File: src/rtl/alu4_pkg.sv
package alu4_pkg;
    localparam int SLICE_W = 4;

    typedef logic [SLICE_W-1:0] nib_t;

    typedef struct packed {
        nib_t f;
        logic carry_out_n;
        logic gen_n;
        logic prop_n;
        logic eq;
    } slice_res_t;
endpackage

File: src/rtl/alu4_bit_terms.sv
module alu4_bit_terms
    import alu4_pkg::*;
(
    input  nib_t       a,
    input  nib_t       b,
    input  logic [3:0] sel,
    output nib_t       prop,
    output nib_t       gen
);
    // Per-bit pass and generate terms; gen is always a subset of prop.
    for (genvar i = 0; i < SLICE_W; i++) begin : g_bit
        assign prop[i] = a[i] | (b[i] & sel[0]) | (~b[i] & sel[1]);
        assign gen[i]  = (a[i] & ~b[i] & sel[2]) | (a[i] & b[i] & sel[3]);
    end
endmodule

File: src/rtl/alu4_slice.sv
module alu4_slice
    import alu4_pkg::*;
(
    input  nib_t       a,
    input  nib_t       b,
    input  logic [3:0] sel,
    input  logic       mode,
    input  logic       carry_in_n,
    output nib_t       f,
    output logic       carry_out_n,
    output logic       gen_n,
    output logic       prop_n,
    output logic       eq
);
    nib_t       prop;
    nib_t       gen;
    slice_res_t res_d;

    alu4_bit_terms u_terms (
        .a    (a),
        .b    (b),
        .sel  (sel),
        .prop (prop),
        .gen  (gen)
    );

    always_comb begin
        logic [SLICE_W:0] cy;
        nib_t             half;
        logic             grp_gen;
        cy[0] = ~carry_in_n;
        for (int i = 0; i < SLICE_W; i++) begin
            cy[i+1] = gen[i] | (prop[i] & cy[i]);
        end
        grp_gen = 1'b0;
        for (int i = 0; i < SLICE_W; i++) begin
            grp_gen = gen[i] | (prop[i] & grp_gen);
        end
        half              = prop & ~gen;
        res_d.f           = mode ? ~half : (half ^ cy[SLICE_W-1:0]);
        res_d.carry_out_n = ~cy[SLICE_W];
        res_d.gen_n       = ~grp_gen;
        res_d.prop_n      = ~(&prop);
        res_d.eq          = &res_d.f;
    end

    assign f           = res_d.f;
    assign carry_out_n = res_d.carry_out_n;
    assign gen_n       = res_d.gen_n;
    assign prop_n      = res_d.prop_n;
    assign eq          = res_d.eq;
endmodule

File: src/rtl/alu_chain.sv
module alu_chain
    import alu4_pkg::*;
#(
    parameter int NSLICE = 2
) (
    input  logic [NSLICE*SLICE_W-1:0] a,
    input  logic [NSLICE*SLICE_W-1:0] b,
    input  logic [3:0]                sel,
    input  logic                      mode,
    input  logic                      carry_in_n,
    output logic [NSLICE*SLICE_W-1:0] f,
    output logic                      carry_out_n,
    output logic [NSLICE-1:0]         gen_n,
    output logic [NSLICE-1:0]         prop_n,
    output logic                      eq
);
    localparam int W = NSLICE * SLICE_W;

    logic [NSLICE:0]   ripple_n;
    logic [NSLICE-1:0] slice_eq;

    assign ripple_n[0] = carry_in_n;

    for (genvar k = 0; k < NSLICE; k++) begin : g_slice
        alu4_slice u_slice (
            .a           (a[k*SLICE_W +: SLICE_W]),
            .b           (b[k*SLICE_W +: SLICE_W]),
            .sel         (sel),
            .mode        (mode),
            .carry_in_n  (ripple_n[k]),
            .f           (f[k*SLICE_W +: SLICE_W]),
            .carry_out_n (ripple_n[k+1]),
            .gen_n       (gen_n[k]),
            .prop_n      (prop_n[k]),
            .eq          (slice_eq[k])
        );
    end

    assign carry_out_n = ripple_n[NSLICE];
    assign eq          = &slice_eq;

    if (W < SLICE_W) begin : g_bad_width
        initial $error("alu_chain needs at least one slice");
    end
endmodule

File: config.mk
export PLATFORM = sky130hd
export DESIGN_NAME = alu_chain
export DESIGN_NICKNAME = d
export VERILOG_FILES = /design/src/rtl/alu4_pkg.sv /design/src/rtl/alu4_bit_terms.sv /design/src/rtl/alu4_slice.sv /design/src/rtl/alu_chain.sv
export SDC_FILE = /design/constraint.sdc
export NUM_CORES = 1
export LEC_CHECK = 0
export ABC_CLOCK_PERIOD_IN_PS = 2000
export CAP_MARGIN = 20
export CORE_MARGIN = 4
export CORE_UTILIZATION = 60
export DETAILED_ROUTE_END_ITERATION = 6
export DONT_BUFFER_PORTS = 1
export GPL_ROUTABILITY_DRIVEN = 0
export PLACE_DENSITY_LB_ADDON = 0.08
export SETUP_SLACK_MARGIN = 0.2
export SYNTH_ARGS = -nofsm -noshare
export SYNTH_HDL_FRONTEND = slang
export SYNTH_SLANG_ARGS = --single-unit
File: constraint.sdc
create_clock -name vclk -period 2
set_clock_uncertainty 0.05 [all_clocks]
set_input_delay 0.2 -clock vclk [all_inputs]
set_output_delay 0.2 -clock vclk [all_outputs]
set_load 0.01 [all_outputs]
**Yosys cells after proc, flatten, opt, wreduce, memory -nomap -nowiden**

Cells that the tools add are included.

- Mux-type cells: 2
- Reductions and logical operators: 3
- Bitwise logic cells: 122

Operators with widths:

| kind | count |
|---|---|
| $and A1 B1 Y1 | 62 |
| $or A1 B1 Y1 | 38 |
| $not A4 Y4 | 4 |
| $not A1 Y1 | 14 |
| $and A4 B4 Y4 | 2 |
| $mux W4 | 2 |
| $reduce_and A4 Y1 | 2 |
| $reduce_and A8 Y1 | 1 |
| $xor A4 B4 Y4 | 2 |

- Register bits after elaboration: 0
- Output and inout bits: 14
- Input bits: 22
- Logic and storage cells: 127

**Depth between registers and ports, before layout**

Gate-level depths: netlist (run 1).

- Word-level depth: 20
- Depth in mapped cells: 8
- Mapped depth without buffers: 7

**Modules after synthesis**

From an unflattened synthesis (run 1), not the netlist that was laid out.

- Cells, all modules: 97
- Area total of the unflattened synthesis: 681.9 sq um

By module, submodules not included:

| module | seq. area each (sq um) | cells an instance | area an instance (sq um) | instances |
|---|---|---|---|---|
| alu4_slice | 0.0 | 32 | 212.7 | 2 |
| alu4_bit_terms | 0.0 | 16 | 125.1 | 2 |
| alu_chain | 0.0 | 1 | 6.3 | 1 |

**Least setup slack after synthesis (run 1)**

OpenSTA, ideal clock, no wires.

- Path type: input to output
- Start: input port sel[3]
- End: output port eq
- Path buffers: 1
- Data arrival time: 1960 ps
- Setup slack: -210 ps
- Cell stages on the path: 7
- Data required time: 1750 ps
- Cell sequence: clkbuf_1 > mux4_2 > or3_4 > o31ai_2 > o31ai_1 > and4bb_1 > and4_1

- Longest elaborated chain between the ends: 18
- Elaborated cells between the ends (all ways): 40
- Those cells by class: mux (2); bitwise (37); reduce/logical (1)

Ends and longest elaborated chain:

| what | line | RTL |
|---|---|---|
| start, declared | alu_chain.sv:8 | `input logic [3:0] sel,` |
| $and A1 B1 Y1 | alu4_bit_terms.sv:13 | `assign gen[i] = (a[i] & ~b[i] & sel[2]) \| (a[i] & b[i] & sel[3]);` |
| $or A1 B1 Y1 | alu4_bit_terms.sv:13 |  |
| $or A1 B1 Y1 | alu4_slice.sv:33 | `cy[i+1] = gen[i] \| (prop[i] & cy[i]);` |
| $and A1 B1 Y1 | alu4_slice.sv:33 |  |
| $or A1 B1 Y1 | alu4_slice.sv:33 |  |
| $and A1 B1 Y1 | alu4_slice.sv:33 |  |
| $or A1 B1 Y1 | alu4_slice.sv:33 |  |
| $and A1 B1 Y1 | alu4_slice.sv:33 |  |
| (+2 left out) | - |  |
| $or A1 B1 Y1 | alu4_slice.sv:33 |  |
| $and A1 B1 Y1 | alu4_slice.sv:33 |  |
| $or A1 B1 Y1 | alu4_slice.sv:33 |  |
| $and A1 B1 Y1 | alu4_slice.sv:33 |  |
| $or A1 B1 Y1 | alu4_slice.sv:33 |  |
| $xor A4 B4 Y4 | alu4_slice.sv:40 | `res_d.f = mode ? ~half : (half ^ cy[SLICE_W-1:0]);` |
| $mux W4 | alu4_slice.sv:40 |  |
| $reduce_and A8 Y1 (*) | alu_chain.sv:40 | `assign eq = &slice_eq;` |
| end, declared | alu_chain.sv:15 | `output logic eq` |

Mark *: on every way between the ends. The rest lies on a longest branch, timed or not.

**Final worst setup path (run 1)**

- Start: input port b[1]
- End: output port eq

- Longest elaborated chain between the ends: 18
- Elaborated cells between the ends (all ways): 30
- Those cells by class: mux (2); bitwise (27); reduce/logical (1)

Ends and longest elaborated chain:

| what | line | RTL |
|---|---|---|
| start, declared | alu_chain.sv:7 | `input logic [NSLICE*SLICE_W-1:0] b,` |
| $and A1 B1 Y1 or $not A1 Y1 (tied branches) | alu4_bit_terms.sv:12, alu4_bit_terms.sv:13 |  |
| $or A1 B1 Y1 (tied with other cells) | alu4_bit_terms.sv:12 | `assign prop[i] = a[i] \| (b[i] & sel[0]) \| (~b[i] & sel[1]);` |
| $or A1 B1 Y1 or $and A1 B1 Y1 (tied branches) | alu4_bit_terms.sv:12, alu4_bit_terms.sv:13 |  |
| $and A1 B1 Y1 or $or A1 B1 Y1 (tied branches) | alu4_slice.sv:33, alu4_bit_terms.sv:13 |  |
| $or A1 B1 Y1 | alu4_slice.sv:33 |  |
| $and A1 B1 Y1 | alu4_slice.sv:33 |  |
| $or A1 B1 Y1 | alu4_slice.sv:33 |  |
| $and A1 B1 Y1 | alu4_slice.sv:33 |  |
| (+2 left out) | - |  |
| $or A1 B1 Y1 | alu4_slice.sv:33 |  |
| $and A1 B1 Y1 | alu4_slice.sv:33 |  |
| $or A1 B1 Y1 | alu4_slice.sv:33 |  |
| $and A1 B1 Y1 | alu4_slice.sv:33 |  |
| $or A1 B1 Y1 | alu4_slice.sv:33 |  |
| $xor A4 B4 Y4 | alu4_slice.sv:40 |  |
| $mux W4 | alu4_slice.sv:40 |  |
| $reduce_and A8 Y1 (*) | alu_chain.sv:40 |  |

Marked as above.

==> impl_metrics.yaml, run 1 <==
status:
  status: "complete, but fails checks"
  violations: "setup timing"
timing:
  fmax_ghz: 0.486
  setup_slack_ns: -0.0594
  slew_headroom_pct: 72.3
  fin_crit_ns: 2.06
  drv_slew: 0
  final_hold_viol_count: 0
  grt_setup_unrepaired: "true"
  setup_viol: 1
  min_period_over_period_pct: 103
  finalSetupTns_ns: -0.0594
  worst_pin_slew_ns: 0.413
global_routing:
  overflow: 0
  grt_pass1_vias: 937
  grt_max_degree: 13
  grt_use_total_pct: 23.1
  antenna_found_initial: 0
  grt_pass1_wl_um: 3800
placed_design:
  placed_area_um2: 942
  dp_hpwl_um: 1890
  portBuffers: 0
finish:
  seqCellArea_um2: 0
  diodes: 0
  area_growth_pct: 25.2
  drive_above_1_share_pct: 30.5
  design_area_um2: 1050
  flops_and_latches: 0
  nets: 165
  nClkBuffers: 0
synth:
  yosys_warnings: 0
  synth.distinct_cells: 40
  synth.most_common_cell: "nand2_1"
  synth_area_per_cell_um2: 6.40
  synthAdderAreaFrac_pct: 0
  yosysTopAreaCell: "nand2_1"
  synth_fp_nets: 153
  yosys-top-cells-count: "16 x nand2_1, 15 x nor2_1, 9 x inv_1"
  synth_top_family_by_area: "compound AO/OA/AOI/OAI gates"
  synthCells: 131
  synth_mux_area_share_pct: 14.3
  synth_area_um2: 838
  synthXorXnorAreaFrac_pct: 5.22
  yosysSeqAreaShare_pct: 0
  synthDominantCellAreaShare_pct: 7.16
  synth_area_leaders: "nand2_1 7.2%, nor2_1 6.7%, nor2b_1 6.0%"
  synth_compound_area_share_pct: 36.1
  synthSimpleGateAreaFrac_pct: 34.5
hold_path:
  holdCritStartpoint: "mode"
  hold_class: "primary input to output pin"
power_and_ir_drop:
  power-per-cell-area_nw_per_um2: 302
  p_sw_uw: 163
  leakagePower_uw: 0.000452
  power_frac_seq_pct: 0
  pwr-share-comb_pct: 100.0
  switching_share_pct: 51.3
  intPower_uw: 155
  ir_worst_vdd_uv: 193
  pwr-share-clk_pct: 0
setup_path:
  worstPathArrival_ns: 1.81
  worst_path_largest_cell_delay_ns: 0.48
  setup.worst_path.start_class: "primary input"
  critPathKind: "primary input to output pin"
  worstSetupEndpointType: "output pin"
  cp_cell_sequence: "mux4_2, or3_4, o31ai_4, o31ai_1, and4bb_1, and4_4"
  required_ns: 1.75
  critPathBufInv: 0
  slowest_stage: "mux4_2"
  cp_max_fo: 6
  critPathTopFamily: "simple AND/OR/NAND/NOR gates"
  crit_start: "b[1]"
route:
  ant_nets: 0
  drt_wl_total_um: 2520
  dr.pass1.iters: 4
  via_per_inst: 6.78
  remaining_drc_errors: 0
  vias: 1057
  wl_per_cell_um: 16.1
  drt_iter0_drc: 7
die:
  core_area_um2: 1300
  die_h_um: 45.4
  start_util_pct: 64.4
  io_pins: 36
  die_area_um2: 2060
  rows: 13
  die_w_um: 45.4
flow_run:
  drv_cap: 0
cts:
  cts_hold_buffers: 0
==> metal layers <==
layer	vias up	GRT usage (%)	share of wire [%]
li1	506	-	-
met1	509	30.0	42
met2	38	42.1	53
met3	4	1.19	4.9
met4	0	3.51	0.48
met5	-	0	0
==> power by group through the flow <==
stage	Clock [µW]	Sequential [µW]	Combinational [µW]
2_1_floorplan	0	0	216
5_1_grt	0	0	344
3_3_place_gp	0	0	267
6_report	0	0	317
4_1_cts	0	0	282
3_5_place_dp	0	0	272
==> per-stage QoR <==
stage                     power [µW]  setup WS (ns)  std cells  utilization, %  hold WS, ns
after floorplan                  216         -0.168        131               -        0.546
after global placement           267        -0.0414        154            72.4        0.538
after detailed placement         272         -0.139        154            72.4        0.533
after CTS                        282        -0.0794        154            74.5        0.535
after global routing             344        -0.0939        156            80.7        0.550
final                            317        -0.0594        156            80.7        0.533
==> cell usage in the layout (no fill, tap or decap), types with 2 or more instances in the layout <==
cell / netlist / final
xnor2_1: 3 / 2
and2_1: 2 / 2
nor2b_1: 8 / 7
o21ai_1: 0 / 4
o21a_1: 2 / 2
inv_1: 9 / 8
o211ai_1: 5 / 5
inv_2: 1 / 2
mux2i_1: 3 / 2
nand3_1: 4 / 4
nor2_1: 15 / 15
a211oi_2: 0 / 2
o21ai_0: 7 / 3
buf_4: 4 / 18
xor2_1: 2 / 2
o31ai_1: 3 / 2
nand2b_1: 3 / 3
a21o_1: 2 / 2
mux2_2: 4 / 3
nand2_1: 16 / 15
a311oi_2: 0 / 2
mux4_2: 2 / 2
a21oi_1: 6 / 5
a211oi_1: 5 / 3
o31ai_4: 0 / 2
==> cells by family after synthesis <==
kind of cell,Yosys count
buffers and inverters,18
AO/OA/AOI/OAI,42
multiplexers,9
AND/OR/NAND/NOR,57
XOR/XNOR,5
==> worst paths after layout <==
check                  end  slack (ns)  depth (start not counted)
worst min-delay path  f[0]        0.53                          2
worst max-delay path    eq       -0.06                          6
==> area by class of cell <==
class	count	area, µm²
Tap cell	15	18.8
Inverter	10	37.5
Multi-Input combinational cell	113	858
Timing Repair Buffer	18	135
Fill cell	101	251
==> repair_timing <==
action / in CTS / in global routing
gates resized for setup: 7 / 15
pin swaps: 3 / 10
buffers inserted: 0 / 2
endpoints found under the setup margin: 5 / 7
gates cloned: 0 / 0
endpoints found under the hold margin: 0 / 0
Power figures use the tool's default switching activity.
==> run 2, diff against run 1 <==
--- a/config.mk
+++ b/config.mk
@@ -6,9 +6,8 @@
 export NUM_CORES = 1
 export LEC_CHECK = 0
 export ABC_CLOCK_PERIOD_IN_PS = 2000
-export CAP_MARGIN = 20
 export CORE_MARGIN = 4
-export CORE_UTILIZATION = 60
+export CORE_UTILIZATION = 50
 export DETAILED_ROUTE_END_ITERATION = 6
 export DONT_BUFFER_PORTS = 1
 export GPL_ROUTABILITY_DRIVEN = 0
==> run 2 against run 1 <==
Against the previous run:
- non-clock buffer count up 1
- utilization shrank 10 points
- combinational power about the same
- critical path depth did not move
- sequential share of layout area stayed put
- the run still ends with setup timing left
- power increased by 0.55%
- wire length shrank 1.4%
- setup slack better by 0.015 ns
- die area up 16%
==> impl_metrics.yaml, run 2 (synthesized netlist as in run 1, its figures left out) <==
finish:
  seqCellArea_um2: 0
  nClkBuffers: 0
  drive_above_1_share_pct: 33.1
  flops_and_latches: 0
  diodes: 0
  design_area_um2: 1090
  final_common_cell: "buf_4"
  final_cell_mix: "17 x buf_4, 15 x nand2_1, 15 x nor2_1"
  area_growth_pct: 29.9
  nets: 166
  instances_no_fill: 158
  postLayoutCoreUtil_pct: 70.6
  nFillCells: 133
timing:
  grt_setup_unrepaired: "true"
  setup_slack_ns: -0.0443
  setup_viol: 1
  worst_pin_slew_ns: 0.364
  drv_slew: 0
  min_period_over_period_pct: 102
  fin_crit_ns: 2.04
  final_hold_viol_count: 0
  fmax_ghz: 0.489
  slew_headroom_pct: 75.7
die:
  rows: 14
  die_area_um2: 2400
  io_pins: 36
  die_h_um: 48.9
  core_area_um2: 1540
  start_util_pct: 54.4
  die_w_um: 48.9
route:
  remaining_drc_errors: 0
  dr.pass1.iters: 4
  drt_wl_total_um: 2480
  ant_nets: 0
  vias: 1000
  wl_per_cell_um: 15.7
  drt_iter0_drc: 29
  via_per_inst: 6.33
setup_path:
  critPathKind: "primary input to output pin"
  required_ns: 1.75
  worst_path_largest_cell_delay_ns: 0.49
  slowest_stage: "mux4_2"
  setup.worst_path.start_class: "primary input"
  worstSetupEndpointType: "output pin"
  cp_max_fo: 6
  cp_cell_sequence: "mux4_2, or3_4, o31ai_4, o31ai_1, and4bb_1, and4_4"
  critPathTopFamily: "simple AND/OR/NAND/NOR gates"
  critPathBufInv: 0
  worstPathArrival_ns: 1.79
global_routing:
  grt_pass1_wl_um: 4000
  overflow: 0
  grt_pass1_vias: 913
  grt_use_total_pct: 19.1
  antenna_found_initial: 0
  grt_max_degree: 13
placed_design:
  portBuffers: 0
  dp_hpwl_um: 1910
  placed_cells: 155
  placed_area_um2: 943
flow_run:
  drv_cap: 0
power_and_ir_drop:
  power-per-cell-area_nw_per_um2: 293
  ir_worst_vdd_uv: 150
  leakagePower_uw: 0.000458
status:
  violations: "setup timing"
  status: "complete, but fails checks"
cts:
  cts_hold_buffers: 0
hold_path:
  hold_class: "primary input to output pin"
## run 2: worst paths after layout
check / to / cells past startpoint / start
worst max-delay path: eq / 6 / b[1]
worst min-delay path: f[0] / 2 / mode
## run 2: final cells by class
class | count | area [µm²] | share of cell area (%)
multi-input combinational | 113 | 855 | 78.5
timing repair buffer | 19 | 150 | 13.8
inverter | 10 | 63.8 | 5.86
tap | 16 | 20.0 | 1.84
## run 2: what timing repair did
action                                  CTS  global route
endpoints found under the setup margin    3             7
endpoints found under the hold margin     0             0
pin swaps                                 7            10
buffers inserted                          1             2
gates resized for setup                   9            19
## run 2: per-layer routing
layer	GRT usage, %	wire [µm]	part of all wire, %	up-vias
li1	-	-	-	504
met1	26.1	1090	44	464
met2	32.8	1240	50	32
met3	3.06	150	6.0	0
met4	0.897	0	0	0
met5	0	0	0	-
## run 2: power by group
part | switching [µW] | leakage (µW) | internal [µW]
registers | 0 | 0 | 0
logic | 159 | 0.000458 | 160
clock network | 0 | 0 | 0
## run 2: metrics by stage
step                worst slack [ns]  hold WS [ns]  TNS, ns  total power, µW
floorplan                     -0.168         0.546   -0.168              216
global placement             -0.0567         0.534  -0.0567              272
detailed placement           -0.0739         0.539  -0.0739              274
CTS                          -0.0517         0.540  -0.0517              290
global route                  -0.128         0.543   -0.128              349
finish                       -0.0443         0.537  -0.0443              319
